<file path="src/rtl/cal_pkg.sv">
package cal_pkg;
  localparam int DATA_W = 8;
  localparam int ADDR_W = 8;
  localparam int NUM_TF = 3;  // sec, min, hour

  localparam logic [ADDR_W-1:0] A_CTRL  = 8'h14;
  localparam logic [ADDR_W-1:0] A_SEC   = 8'h15;
  localparam logic [ADDR_W-1:0] A_MIN   = 8'h16;
  localparam logic [ADDR_W-1:0] A_HOUR  = 8'h17;
  localparam logic [ADDR_W-1:0] A_DAYL  = 8'h18;
  localparam logic [ADDR_W-1:0] A_DAYH  = 8'h19;
  localparam logic [ADDR_W-1:0] A_AMIN  = 8'h1A;
  localparam logic [ADDR_W-1:0] A_AHOUR = 8'h1B;
  localparam logic [ADDR_W-1:0] A_ADAYL = 8'h1C;
  localparam logic [ADDR_W-1:0] A_ADAYH = 8'h1D;

  localparam int B_BUSY  = 7;
  localparam int B_DEN   = 5;
  localparam int B_HEN   = 4;
  localparam int B_MEN   = 3;
  localparam int B_FLAG  = 2;
  localparam int B_IEN   = 1;
  localparam int B_CEN   = 0;

  function automatic int tf_width(input int idx);
    return (idx == 2) ? 6 : 7;
  endfunction

  function automatic int tf_max(input int idx);
    return (idx == 2) ? 'h23 : 'h59;
  endfunction
endpackage

</file>
<file path="src/rtl/cal_bcd_field.sv">
module cal_bcd_field #(
  parameter int W   = 7,
  parameter int MAX = 'h59
) (
  input  logic         clk_i,
  input  logic         rst_ni,
  input  logic         step_i,
  input  logic         load_i,
  input  logic [W-1:0] load_val_i,
  output logic [W-1:0] val_o,
  output logic [W-1:0] nxt_o,
  output logic         wrap_o
);
  localparam logic [W-1:0] MAX_V = W'(MAX);
  localparam int HI_W = W - 4;

  logic [W-1:0]    val_q, inc_val, d;
  logic [3:0]      lo;
  logic [HI_W-1:0] hi;

  assign lo = val_q[3:0];
  assign hi = val_q[W-1:4];

  always_comb begin
    if (val_q == MAX_V)  inc_val = '0;
    else if (lo == 4'd9) inc_val = {hi + HI_W'(1), 4'd0};
    else                 inc_val = {hi, lo + 4'd1};
  end

  always_comb begin
    d = val_q;
    if (load_i)      d = load_val_i;
    else if (step_i) d = inc_val;
  end

  always_ff @(posedge clk_i or negedge rst_ni) begin
    if (!rst_ni) val_q <= '0;
    else         val_q <= d;
  end

  assign val_o  = val_q;
  assign nxt_o  = d;
  assign wrap_o = step_i && (val_q == MAX_V);

  // field returns to zero after its top value
  a_r1_field_wrap: assert property (@(posedge clk_i) disable iff (!rst_ni)
    step_i && !load_i && val_q == MAX_V |=> val_q == '0);
endmodule

</file>
<file path="src/rtl/cal_day_counter.sv">
module cal_day_counter #(
  parameter int DAY_W = 15
) (
  input  logic             clk_i,
  input  logic             rst_ni,
  input  logic             step_i,
  input  logic             load_lo_i,
  input  logic             load_hi_i,
  input  logic [7:0]       data_i,
  output logic [DAY_W-1:0] val_o,
  output logic [DAY_W-1:0] nxt_o
);
  localparam int HI_W = DAY_W - 8;
  localparam logic [DAY_W-1:0] DAY_MAX = {DAY_W{1'b1}};

  logic [DAY_W-1:0] day_q, d;

  always_comb begin
    d = day_q;
    if (load_lo_i)      d = {day_q[DAY_W-1:8], data_i};
    else if (load_hi_i) d = {data_i[HI_W-1:0], day_q[7:0]};
    else if (step_i)    d = (day_q == DAY_MAX) ? '0 : day_q + DAY_W'(1);
  end

  always_ff @(posedge clk_i or negedge rst_ni) begin
    if (!rst_ni) day_q <= '0;
    else         day_q <= d;
  end

  assign val_o = day_q;
  assign nxt_o = d;

  a_r3_day_wrap: assert property (@(posedge clk_i) disable iff (!rst_ni)
    step_i && !load_lo_i && !load_hi_i && day_q == DAY_MAX |=> day_q == '0);
endmodule

</file>
<file path="src/rtl/cal_alarm.sv">
module cal_alarm #(
  parameter int DAY_W = 15
) (
  input  logic             clk_i,
  input  logic             rst_ni,
  input  logic             roll_i,
  input  logic [6:0]       min_nxt_i,
  input  logic [5:0]       hour_nxt_i,
  input  logic [DAY_W-1:0] day_nxt_i,
  input  logic [6:0]       amin_i,
  input  logic [5:0]       ahour_i,
  input  logic [DAY_W-1:0] aday_i,
  input  logic [2:0]       en_i,    // {day, hour, min}
  input  logic             clr_i,
  output logic             flag_o
);
  logic [2:0] hit;
  logic       set, flag_q;

  // a disabled field counts as a hit
  assign hit[0] = !en_i[0] || (min_nxt_i  == amin_i);
  assign hit[1] = !en_i[1] || (hour_nxt_i == ahour_i);
  assign hit[2] = !en_i[2] || (day_nxt_i  == aday_i);
  assign set    = roll_i && (&hit);

  always_ff @(posedge clk_i or negedge rst_ni) begin
    if (!rst_ni)     flag_q <= 1'b0;
    else if (set)    flag_q <= 1'b1;
    else if (clr_i)  flag_q <= 1'b0;
  end

  assign flag_o = flag_q;

  a_r9_rise_on_roll: assert property (@(posedge clk_i) disable iff (!rst_ni)
    $rose(flag_q) |-> $past(roll_i));
  a_r10_clear: assert property (@(posedge clk_i) disable iff (!rst_ni)
    clr_i && !roll_i |=> !flag_q);
endmodule

</file>
<file path="src/rtl/bcd_calendar.sv">
module bcd_calendar
  import cal_pkg::*;
#(
  parameter int DAY_W = 15
) (
  input  logic              clk_i,
  input  logic              rst_ni,
  input  logic              tick_i,
  input  logic              we_i,
  input  logic [ADDR_W-1:0] addr_i,
  input  logic [DATA_W-1:0] wdata_i,
  output logic [DATA_W-1:0] rdata_o,
  output logic              irq_o
);
  localparam int HI_W = DAY_W - 8;

  logic              cen_q, ien_q;
  logic [2:0]        fen_q;  // {day, hour, min}
  logic [6:0]        amin_q;
  logic [5:0]        ahour_q;
  logic [DAY_W-1:0]  aday_q;
  logic              busy;

  logic              hold_v_q;
  logic [ADDR_W-1:0] hold_addr_q;
  logic [DATA_W-1:0] hold_data_q;
  logic              apply_v;
  logic [ADDR_W-1:0] apply_addr;
  logic [DATA_W-1:0] apply_data;

  logic [DATA_W-1:0] tf_q   [NUM_TF];
  logic [DATA_W-1:0] tf_nxt [NUM_TF];
  logic [NUM_TF:0]   step;
  logic [DAY_W-1:0]  day_q, day_nxt;
  logic              flag;

  assign busy = tick_i && cen_q;

  // write path: writes that meet a tick update wait one cycle
  assign apply_v    = !busy && (hold_v_q || we_i);
  assign apply_addr = hold_v_q ? hold_addr_q : addr_i;
  assign apply_data = hold_v_q ? hold_data_q : wdata_i;

  always_ff @(posedge clk_i or negedge rst_ni) begin
    if (!rst_ni) begin
      hold_v_q    <= 1'b0;
      hold_addr_q <= '0;
      hold_data_q <= '0;
    end else if (busy && we_i) begin
      hold_v_q    <= 1'b1;
      hold_addr_q <= addr_i;
      hold_data_q <= wdata_i;
    end else if (!busy) begin
      hold_v_q    <= 1'b0;
    end
  end

  function automatic logic wr_to(input logic [ADDR_W-1:0] a);
    return apply_v && (apply_addr == a);
  endfunction

  // time-of-day chain
  assign step[0] = busy;

  for (genvar i = 0; i < NUM_TF; i++) begin : g_tf
    localparam int FW = tf_width(i);
    logic [FW-1:0] v, n;
    logic          w;

    cal_bcd_field #(.W(FW), .MAX(tf_max(i))) i_field (
      .clk_i      (clk_i),
      .rst_ni     (rst_ni),
      .step_i     (step[i]),
      .load_i     (wr_to(A_SEC + ADDR_W'(i))),
      .load_val_i (apply_data[FW-1:0]),
      .val_o      (v),
      .nxt_o      (n),
      .wrap_o     (w)
    );

    assign tf_q[i]   = DATA_W'(v);
    assign tf_nxt[i] = DATA_W'(n);
    assign step[i+1] = w;
  end

  cal_day_counter #(.DAY_W(DAY_W)) i_day (
    .clk_i     (clk_i),
    .rst_ni    (rst_ni),
    .step_i    (step[NUM_TF]),
    .load_lo_i (wr_to(A_DAYL)),
    .load_hi_i (wr_to(A_DAYH)),
    .data_i    (apply_data),
    .val_o     (day_q),
    .nxt_o     (day_nxt)
  );

  // control and alarm compare registers
  always_ff @(posedge clk_i or negedge rst_ni) begin
    if (!rst_ni) begin
      cen_q   <= 1'b0;
      ien_q   <= 1'b0;
      fen_q   <= '0;
      amin_q  <= '0;
      ahour_q <= '0;
      aday_q  <= '0;
    end else begin
      if (wr_to(A_CTRL)) begin
        cen_q <= apply_data[B_CEN];
        ien_q <= apply_data[B_IEN];
        fen_q <= {apply_data[B_DEN], apply_data[B_HEN], apply_data[B_MEN]};
      end
      if (wr_to(A_AMIN))  amin_q  <= apply_data[6:0];
      if (wr_to(A_AHOUR)) ahour_q <= apply_data[5:0];
      if (wr_to(A_ADAYL)) aday_q  <= {aday_q[DAY_W-1:8], apply_data};
      if (wr_to(A_ADAYH)) aday_q  <= {apply_data[HI_W-1:0], aday_q[7:0]};
    end
  end

  cal_alarm #(.DAY_W(DAY_W)) i_alarm (
    .clk_i      (clk_i),
    .rst_ni     (rst_ni),
    .roll_i     (step[1]),
    .min_nxt_i  (tf_nxt[1][6:0]),
    .hour_nxt_i (tf_nxt[2][5:0]),
    .day_nxt_i  (day_nxt),
    .amin_i     (amin_q),
    .ahour_i    (ahour_q),
    .aday_i     (aday_q),
    .en_i       (fen_q),
    .clr_i      (wr_to(A_CTRL) && apply_data[B_FLAG]),
    .flag_o     (flag)
  );

  assign irq_o = flag && ien_q;

  always_comb begin
    rdata_o = '0;
    unique case (addr_i)
      A_CTRL:  rdata_o = {busy, 1'b0, fen_q[2], fen_q[1], fen_q[0], flag, ien_q, cen_q};
      A_SEC:   rdata_o = tf_q[0];
      A_MIN:   rdata_o = tf_q[1];
      A_HOUR:  rdata_o = tf_q[2];
      A_DAYL:  rdata_o = day_q[7:0];
      A_DAYH:  rdata_o = DATA_W'(day_q[DAY_W-1:8]);
      A_AMIN:  rdata_o = DATA_W'(amin_q);
      A_AHOUR: rdata_o = DATA_W'(ahour_q);
      A_ADAYL: rdata_o = aday_q[7:0];
      A_ADAYH: rdata_o = DATA_W'(aday_q[DAY_W-1:8]);
      default: rdata_o = '0;
    endcase
  end

  a_r8_hold_write: assert property (@(posedge clk_i) disable iff (!rst_ni)
    busy && we_i |=> hold_v_q && hold_data_q == $past(wdata_i));
  a_r8_hold_drains: assert property (@(posedge clk_i) disable iff (!rst_ni)
    hold_v_q && !busy |=> !hold_v_q || $past(busy));
  a_r6_idle_stable: assert property (@(posedge clk_i) disable iff (!rst_ni)
    !cen_q && !apply_v |=> $stable(day_q) && $stable(tf_q[0]) && $stable(tf_q[1]) && $stable(tf_q[2]));
endmodule

</file>
<file path="config.mk">
export PLATFORM = sky130hd
export DESIGN_NAME = bcd_calendar
export DESIGN_NICKNAME = d
export VERILOG_FILES = /design/src/rtl/cal_pkg.sv /design/src/rtl/cal_bcd_field.sv /design/src/rtl/cal_day_counter.sv /design/src/rtl/cal_alarm.sv /design/src/rtl/bcd_calendar.sv
export SDC_FILE = /design/constraint.sdc
export NUM_CORES = 1
export LEC_CHECK = 0
export BUFFER_PORTS_ARGS = -buffer_cell sky130_fd_sc_hd__buf_2
export CELL_PAD_IN_SITES_DETAIL_PLACEMENT = 1
export CELL_PAD_IN_SITES_GLOBAL_PLACEMENT = 1
export CORE_MARGIN = 3
export CORE_UTILIZATION = 45
export CTS_CLUSTER_DIAMETER = 60
export DETAILED_ROUTE_END_ITERATION = 6
export MAX_ROUTING_LAYER = met4
export PLACE_DENSITY = 0.87
export RECOVER_POWER = 25
export SLEW_MARGIN = 10
export SYNTH_ARGS = -nofsm -noshare
export SYNTH_HDL_FRONTEND = slang
export SYNTH_SLANG_ARGS = --single-unit
</file>
<file path="constraint.sdc">
create_clock -name clk_i -period 7.9 [get_ports clk_i]
set_clock_uncertainty 0.05 [all_clocks]
set_input_delay 0.79 -clock clk_i [delete_from_list [all_inputs] [get_ports clk_i]]
set_output_delay 0.79 -clock clk_i [all_outputs]
set_load 0.05 [all_outputs]
</file>
==> flow_metrics.env, run 1 <==
export IMPL_muxShareOfSynthArea_pct=8.62
export IMPL_wire_per_inst_um=25.8
export IMPL_yosys_top_cells_area="dfrtp_1 39%, a21oi_1 4.5%, mux2_2 4.3%, mux2i_1 4.0%, nor2_1 3.8%"
export IMPL_firstDrtPassIters=5
export IMPL_syn_area_per_cell_um2=9.07
export IMPL_violations="capacitance limit, slew limit"
export IMPL_max_freq_mhz=220
export IMPL_synth_xor_area_share_pct=4.65
export IMPL_irDropWorstVdd_mv=0.162
export IMPL_clockPowerShare_pct=37.4
export IMPL_syn_num_nets=634
export IMPL_ys_warn_count=0
export IMPL_status="complete, but fails checks"
export IMPL_whs_path_depth=1
export IMPL_cts_setup_buffers=0
export IMPL_worst_slew_pin_slew_ps=2590
export IMPL_ios=29
export IMPL_synth_seq_area_share_pct=39.4
export IMPL_critical_path_cell_count=2
export IMPL_critPathKind="input port to asynchronous set/reset pin"
export IMPL_synth_edf_count=0
export IMPL_synth_compound_area_share_pct=21.4
export IMPL_synth_simple_area_share_pct=20.2
export IMPL_synth_top_family_by_area="compound AO/OA/AOI/OAI gates"
export IMPL_p_seq_share_pct=46.5
export IMPL_drive_above_1_share_pct=14.0
export IMPL_cts_root_buf="clkbuf_16"
export IMPL_rsz0062_at_grt="false"
export IMPL_fin_crit_ps=4540
export IMPL_dp_hpwl_mm=14.7
export IMPL_grt_overflow=0
export IMPL_core_um2=11600
export IMPL_vias=5411
export IMPL_gp_congestion=0.964
export IMPL_slowest_delay_ps=1930
export IMPL_cp_cell_sequence="clkbuf_1 -> clkbuf_1"
export IMPL_die_area_um2=13500
export IMPL_worstSetupEndpointType="asynchronous set/reset pin"
export IMPL_crit_arrival_ps=4390
export IMPL_antenna_cells=0
export IMPL_layout_commonest_cell="dfrtp_1"
export IMPL_cts_sinks=86
export IMPL_crit_top_cell="clkbuf_1"
export IMPL_initial_utilization_pct=47.0
export IMPL_grt_max_degree=47
export IMPL_fin_nets=662
export IMPL_synth_seq_cells=86
export IMPL_cts_tree="built"
export IMPL_cts_resized=0
export IMPL_power_switching_mw=0.374
export IMPL_comb_power_share_pct=16.1
export IMPL_track_usage_pct=32.4
export IMPL_clock_path_buffers=2
export IMPL_startpoint_type="input port"
export IMPL_row_count=39
export IMPL_required_ps=7760
export IMPL_critical_path_slowest_cell="clkbuf_1"
export IMPL_r2r_cells=11
export IMPL_die_w_um=116
export IMPL_grt_pass1_wl_mm=31.9
export IMPL_placed_area_um2=5790
export IMPL_finalPower_mw=1.24
export IMPL_synthToLayoutAreaGrowth_pct=11.7
export IMPL_switching_share_pct=30.1
export IMPL_hp_class="flop to flop"
export IMPL_htreeDepth=3
export IMPL_async_reset_ff_share_pct=100
export IMPL_nFillCells=1385
export IMPL_final_cell_area_um2=6100
export IMPL_final_setup_tns_ps=0
export IMPL_powerDensity_nw_per_um2=204
export IMPL_final_cell_mix="86 x dfrtp_1, 55 x nor2_1, 49 x nand2_1, 49 x a21oi_1, 36 x o21ai_0"
export IMPL_initialDrtViolationCount=503
export IMPL_cap_violations=2
export IMPL_clk_transition_reported_paths_ps=60
export IMPL_setup_viol=0
export IMPL_routed_wirelength_mm=20.1
export IMPL_ys_types=66
export IMPL_ys_flop_type="dfrtp_1"
export IMPL_ant_nets=0
export IMPL_slew_viol_final=89
export IMPL_synth_top_area_share_pct=39.4
export IMPL_dieHeight_um=116
export IMPL_first_global_vias=5567
export IMPL_power_leakage_nw=2.69
export IMPL_drc_errors=0
export IMPL_antenna_found_initial=0
export IMPL_finalCritPeriodShare_pct=57.4
export IMPL_port_buffers=28
export IMPL_viasPerCell=6.96
export IMPL_relSlewSlack_pct=-72.5
export IMPL_clk_insertion_delay_late_ps=350
export IMPL_syn_inst=602
export IMPL_cpLargestDelayFamily="buffers and inverters"
export IMPL_cp_buffers_inverters=2
export IMPL_p_int_mw=0.869
export IMPL_synth_fa_ha_area_share_pct=2.75
export IMPL_cts_buffers=9
export IMPL_syn_area_um2=5460
export IMPL_final_hold_viol_count=0
export IMPL_holdBufCountCts=0
export IMPL_synth_area_leader_cell="dfrtp_1"
export IMPL_worstPathMaxFanout=46
final cells by class:
cell class                      count  area, um2  area share, %
Clock buffer                       12        246           4.04
Clock inverter                      4       70.1           1.15
Inverter                           16       60.1          0.984
Multi-Input combinational cell    474       3150           51.6
Sequential cell                    86       2150           35.3
Tap cell                          143        179           2.93
Timing Repair Buffer               43        248           4.06
power groups by stage:
stage          registers, mW  logic, mW  clock network [mW]
4_1_cts                0.574      0.200               0.469
5_1_grt                0.583      0.222               0.487
2_1_floorplan          0.547      0.138                   0
3_3_place_gp           0.576      0.183                   0
6_report               0.577      0.200               0.465
3_5_place_dp           0.581      0.198                   0
cell usage after synthesis (6+ instances only):
master    instances
a21oi_1          49
nand4_1          14
a221oi_1          9
a22oi_1          21
xor2_1           17
nor2_1           55
a22o_1            6
nor3_1           19
nand3_1          16
ha_1             12
a211oi_1         10
nor4_1            7
and2_1            6
xnor2_1          12
a21o_1            7
nand2b_1          6
mux2i_1          22
inv_1            16
o211ai_1          6
o21ai_0          36
clkbuf_1         20
a31oi_1           6
nand2_1          49
mux2_2           21
dfrtp_1          86
worst reg2reg max path: cells and delay by family, from the launching register on:
family	cells	cell delay [ps]
AND/OR/NAND/NOR	4	1470
AO/OA/AOI/OAI	4	1330
flip-flops	1	490
adder cells (fa/ha/maj)	1	330
buffers and inverters	1	270
XOR/XNOR	1	120
through the flow:
stage          utilization, %  std cells  setup WS, ps  hold slack [ps]
2_1_floorplan               -        602          4310              421
3_3_place_gp             49.9        762          4020              431
3_5_place_dp             49.9        762          3850              444
4_1_cts                  52.6        778          3840              390
5_1_grt                  52.5        778          2660              485
6_report                 52.5        778          3360              458
registers in the layout (all words and copies together) (netlist names):
name	count
hold_data_q	8
hold_v_q	1
fen_q	3
ahour_q	6
ien_q	1
g_tf.i_field.val_o	20
aday_q	15
hold_addr_q	8
i_alarm.flag_o	1
i_day.val_o	15
cen_q	1
amin_q	7
routing by layer:
layer / GRT usage (%) / wire (um) / vias to the layer above
met5: - / 0 / -
met2: 50.2 / 9350 / 299
met3: 6.58 / 1620 / 91
li1: - / - / 2302
met4: 15.9 / 1030 / 0
met1: 40.4 / 8090 / 2719
kinds of logic (layout without fill, tap and decap cells):
family / count (synthesis) / in the layout
AO/OA/AOI/OAI: 177 / 177
XOR/XNOR: 29 / 29
adder cells (fa/ha/maj): 12 / 12
buffers and inverters: 42 / 75
flip-flops: 86 / 86
multiplexers: 44 / 44
AND/OR/NAND/NOR: 212 / 212
worst paths after layout:
check	startpoint	slack (ps)	end
worst max-delay path	rst_ni	3360	hold_addr_q[0]
worst min-delay path	hold_data_q[5]	460	hold_data_q[5]
worst max register to register	g_tf[0].i_field.val_o[4]	3780	i_alarm.flag_o
worst min register to register	hold_data_q[5]	460	hold_data_q[5]
max in group clk_i	addr_i[5]	3780	rdata_o[4]
min in group asynchronous	rst_ni	1080	g_tf[2].i_field.val_o[5]
Note: power is estimated with default switching activity, not from simulation.
==> run 2: changes to the inputs <==
--- a/config.mk
+++ b/config.mk
@@ -5,15 +5,16 @@
 export SDC_FILE = /design/constraint.sdc
 export NUM_CORES = 1
 export LEC_CHECK = 0
+export ABC_AREA = 1
 export BUFFER_PORTS_ARGS = -buffer_cell sky130_fd_sc_hd__buf_2
 export CELL_PAD_IN_SITES_DETAIL_PLACEMENT = 1
 export CELL_PAD_IN_SITES_GLOBAL_PLACEMENT = 1
 export CORE_MARGIN = 3
-export CORE_UTILIZATION = 45
+export CORE_UTILIZATION = 41
 export CTS_CLUSTER_DIAMETER = 60
 export DETAILED_ROUTE_END_ITERATION = 6
 export MAX_ROUTING_LAYER = met4
-export PLACE_DENSITY = 0.87
+export PLACE_DENSITY = 0.88
 export RECOVER_POWER = 25
 export SLEW_MARGIN = 10
 export SYNTH_ARGS = -nofsm -noshare
==> constraint.sdc (replaced) <==
create_clock -name clk_i -period 3.95 [get_ports clk_i]
set_clock_uncertainty 0.05 [all_clocks]
set_input_delay 0.395 -clock clk_i [delete_from_list [all_inputs] [get_ports clk_i]]
set_output_delay 0.395 -clock clk_i [all_outputs]
set_load 0.05 [all_outputs]
==> run 2 against run 1 <==
The run still ends with capacitance limit, slew limit left. Die area rose by 22%. Area after synthesis is 13% higher. Final area is 11% higher. Total power increased by 98%. Hold slack worse by 210 ps. Sequential power rose by 82%. Utilization decreased by 6.2 points. Worst setup slack worse by 2700 ps. Critical path type is now flop to flop.
==> flow_metrics.env, run 2 <==
export IMPL_status="complete, but fails checks"
export IMPL_violations="capacitance limit, slew limit"
export IMPL_max_freq_mhz=304
export IMPL_cts_buffers=9
export IMPL_fin_crit_ps=3290
export IMPL_final_hold_viol_count=0
export IMPL_required_ps=4190
export IMPL_firstDrtPassIters=5
export IMPL_ys_flop_type="dfrtp_1"
export IMPL_syn_inst=911
export IMPL_port_buffers=28
export IMPL_cts_setup_buffers=0
export IMPL_largest_reg_flops=20
export IMPL_clock_path_buffers=2
export IMPL_track_usage_pct=28.4
export IMPL_critical_path_slowest_cell="nor2_1"
export IMPL_cts_tree="built"
export IMPL_ys_types=37
export IMPL_synth_seq_cells=86
export IMPL_final_cell_mix="326 x nand2_1, 107 x inv_1, 86 x dfrtp_1, 73 x nand3_1"
export IMPL_syn_area_per_cell_um2=6.75
export IMPL_critPathKind="flop to flop"
export IMPL_hp_class="input port to flop"
export IMPL_slew_viol_final=71
export IMPL_dieHeight_um=128
export IMPL_syn_num_nets=943
export IMPL_antenna_found_initial=0
export IMPL_synth_area_leader_cell="dfrtp_1"
export IMPL_htreeDepth=3
export IMPL_power_leakage_nw=3.38
export IMPL_grt_max_degree=71
export IMPL_setup_viol=0
export IMPL_die_w_um=128
export IMPL_irDropWorstVdd_mv=0.270
export IMPL_grt_pass1_wl_mm=35.4
export IMPL_layout_commonest_cell="nand2_1"
export IMPL_synth_edf_count=0
export IMPL_synth_most_common_cell="nand2_1"
export IMPL_row_count=44
export IMPL_synthToLayoutAreaGrowth_pct=10.1
export IMPL_synth_top_area_share_pct=35.0
export IMPL_worstPathMaxFanout=17
export IMPL_worstSetupEndpointType="flop"
export IMPL_initialDrtViolationCount=577
export IMPL_ios=29
export IMPL_fin_nets=967
export IMPL_viasPerCell=5.71
export IMPL_first_global_vias=6511
export IMPL_wire_per_inst_um=19.5
export IMPL_yosys_top_cells_area="dfrtp_1 35%, nand2_1 20%, inv_1 6.5%, nand3_1 5.9%, o21ai_0 5.0%"
export IMPL_die_area_um2=16500
export IMPL_finalPower_mw=2.46
export IMPL_cp_buffers_inverters=2
export IMPL_synth_seq_area_share_pct=35.0
export IMPL_worst_slew_pin_slew_ps=1880
export IMPL_core_um2=14600
export IMPL_drive_above_1_share_pct=11.7
export IMPL_ant_nets=0
export IMPL_crit_top_cell="nand2_1"
export IMPL_gp_congestion=0.928
export IMPL_final_setup_tns_ps=0
export IMPL_yosys_top_cells_count="326 x nand2_1, 107 x inv_1, 86 x dfrtp_1"
export IMPL_cts_sinks=86
export IMPL_cts_resized=0
export IMPL_syn_area_um2=6150
export IMPL_cts_root_buf="clkbuf_16"
export IMPL_cp_cell_sequence="nand2_1 -> inv_2 -> nand2_1 -> nor2_1 -> nand3_2 -> inv_2 -> nand2_1 -> nand2_1 -> nand2_1 -> nand3_1 -> nand2_1 -> nor2_1 -> nand2_1 -> nor2_1 -> nand2_1 -> nand2_1 -> nand2_1 -> nand2_1"
export IMPL_vias=6416
export IMPL_grt_overflow=0
export IMPL_clk_insertion_delay_late_ps=350
export IMPL_ys_warn_count=0
export IMPL_initial_utilization_pct=42.1
export IMPL_clk_transition_reported_paths_ps=60
export IMPL_antenna_cells=0
export IMPL_holdBufCountCts=0
export IMPL_async_reset_ff_share_pct=100
export IMPL_routed_wirelength_mm=21.9
export IMPL_drc_errors=0
export IMPL_dp_hpwl_mm=16.5
export IMPL_finalCritPeriodShare_pct=83.3
export IMPL_cpLargestDelayFamily="simple AND/OR/NAND/NOR gates"
export IMPL_relSlewSlack_pct=-25.2
export IMPL_crit_arrival_ps=3520
export IMPL_powerDensity_nw_per_um2=364
export IMPL_startpoint_type="flop"
export IMPL_rsz0062_at_grt="false"
export IMPL_slowest_delay_ps=510
export IMPL_cap_violations=1
## run 2: cell types whose count changed in the layout (fill, tap and decap cells not counted), sizes merged, moves of 10 or more
| cell | before | now |
|---|---|---|
| nand4 | 14 | 29 |
| a21oi | 50 | 4 |
| mux2 | 21 | 10 |
| nand3 | 16 | 83 |
| nand2 | 49 | 335 |
| a211oi | 11 | 0 |
| xnor2 | 12 | 2 |
| a22oi | 21 | 0 |
| xor2 | 17 | 4 |
| o21ai | 36 | 71 |
| nor3 | 19 | 7 |
| inv | 16 | 115 |
| mux2i | 23 | 0 |
| nor2 | 55 | 73 |
## run 2: area by class of cell
cell class	count	area (um2)
inverters	117	439
clock inverters	6	110
flip-flops and latches	86	2150
multi-input cells	688	3430
repair buffers	33	178
clock buffers	10	229
well taps	184	230
fillers	1974	7820
## run 2: cell families after synthesis
family / count (synthesis) / share of synthesized area (%)
xor+xnor: 6 / 0.855
flops: 86 / 35.0
fa+ha+maj: 12 / 2.44
buf+inv: 137 / 9.24
simple gates: 545 / 39.1
mux: 10 / 1.83
compound gates: 115 / 11.5
## run 2: path summary, 6_finish.rpt
check,from,to,slack (ps),depth (start not counted)
worst max register to register,cen_q,i_alarm.flag_o,660,18
worst min-delay path,wdata_i[6],hold_data_q[6],240,2
min in group asynchronous,rst_ni,i_day.val_o[4],470,1
max in group asynchronous,rst_ni,g_tf[2].i_field.val_o[3],2190,2
worst min register to register,hold_addr_q[7],hold_addr_q[7],440,2
worst max-delay path,cen_q,i_alarm.flag_o,660,18
## run 2: where the power goes
group          leakage, nW  internal (mW)  total [mW]  switching (mW)
Sequential            1.08          0.956        1.05          0.0894
Combinational         2.14          0.139       0.420           0.281
Clock                0.159          0.618       0.996           0.378
Total                 3.38           1.71        2.46           0.748
## run 2: routing by layer
layer | share of wire, % | wire length [um] | track usage (%)
met1 | 44 | 9730 | 37.7
met2 | 47 | 10300 | 45.2
met3 | 6.0 | 1320 | 4.07
met4 | 2.6 | 580 | 8.61
met5 | 0 | 0 | -
## run 2: stage by stage
stage	instance area [um2]	std cells	worst slack, ps	hold WS, ps	utilization, %
detailed placement	6430	1108	752	424	44.1
global route	6770	1124	358	245	46.4
finish	6770	1124	661	245	46.4
global placement	6430	1108	912	409	44.1
CTS	6770	1124	749	172	46.4
floorplan	6150	911	1510	49.4	-
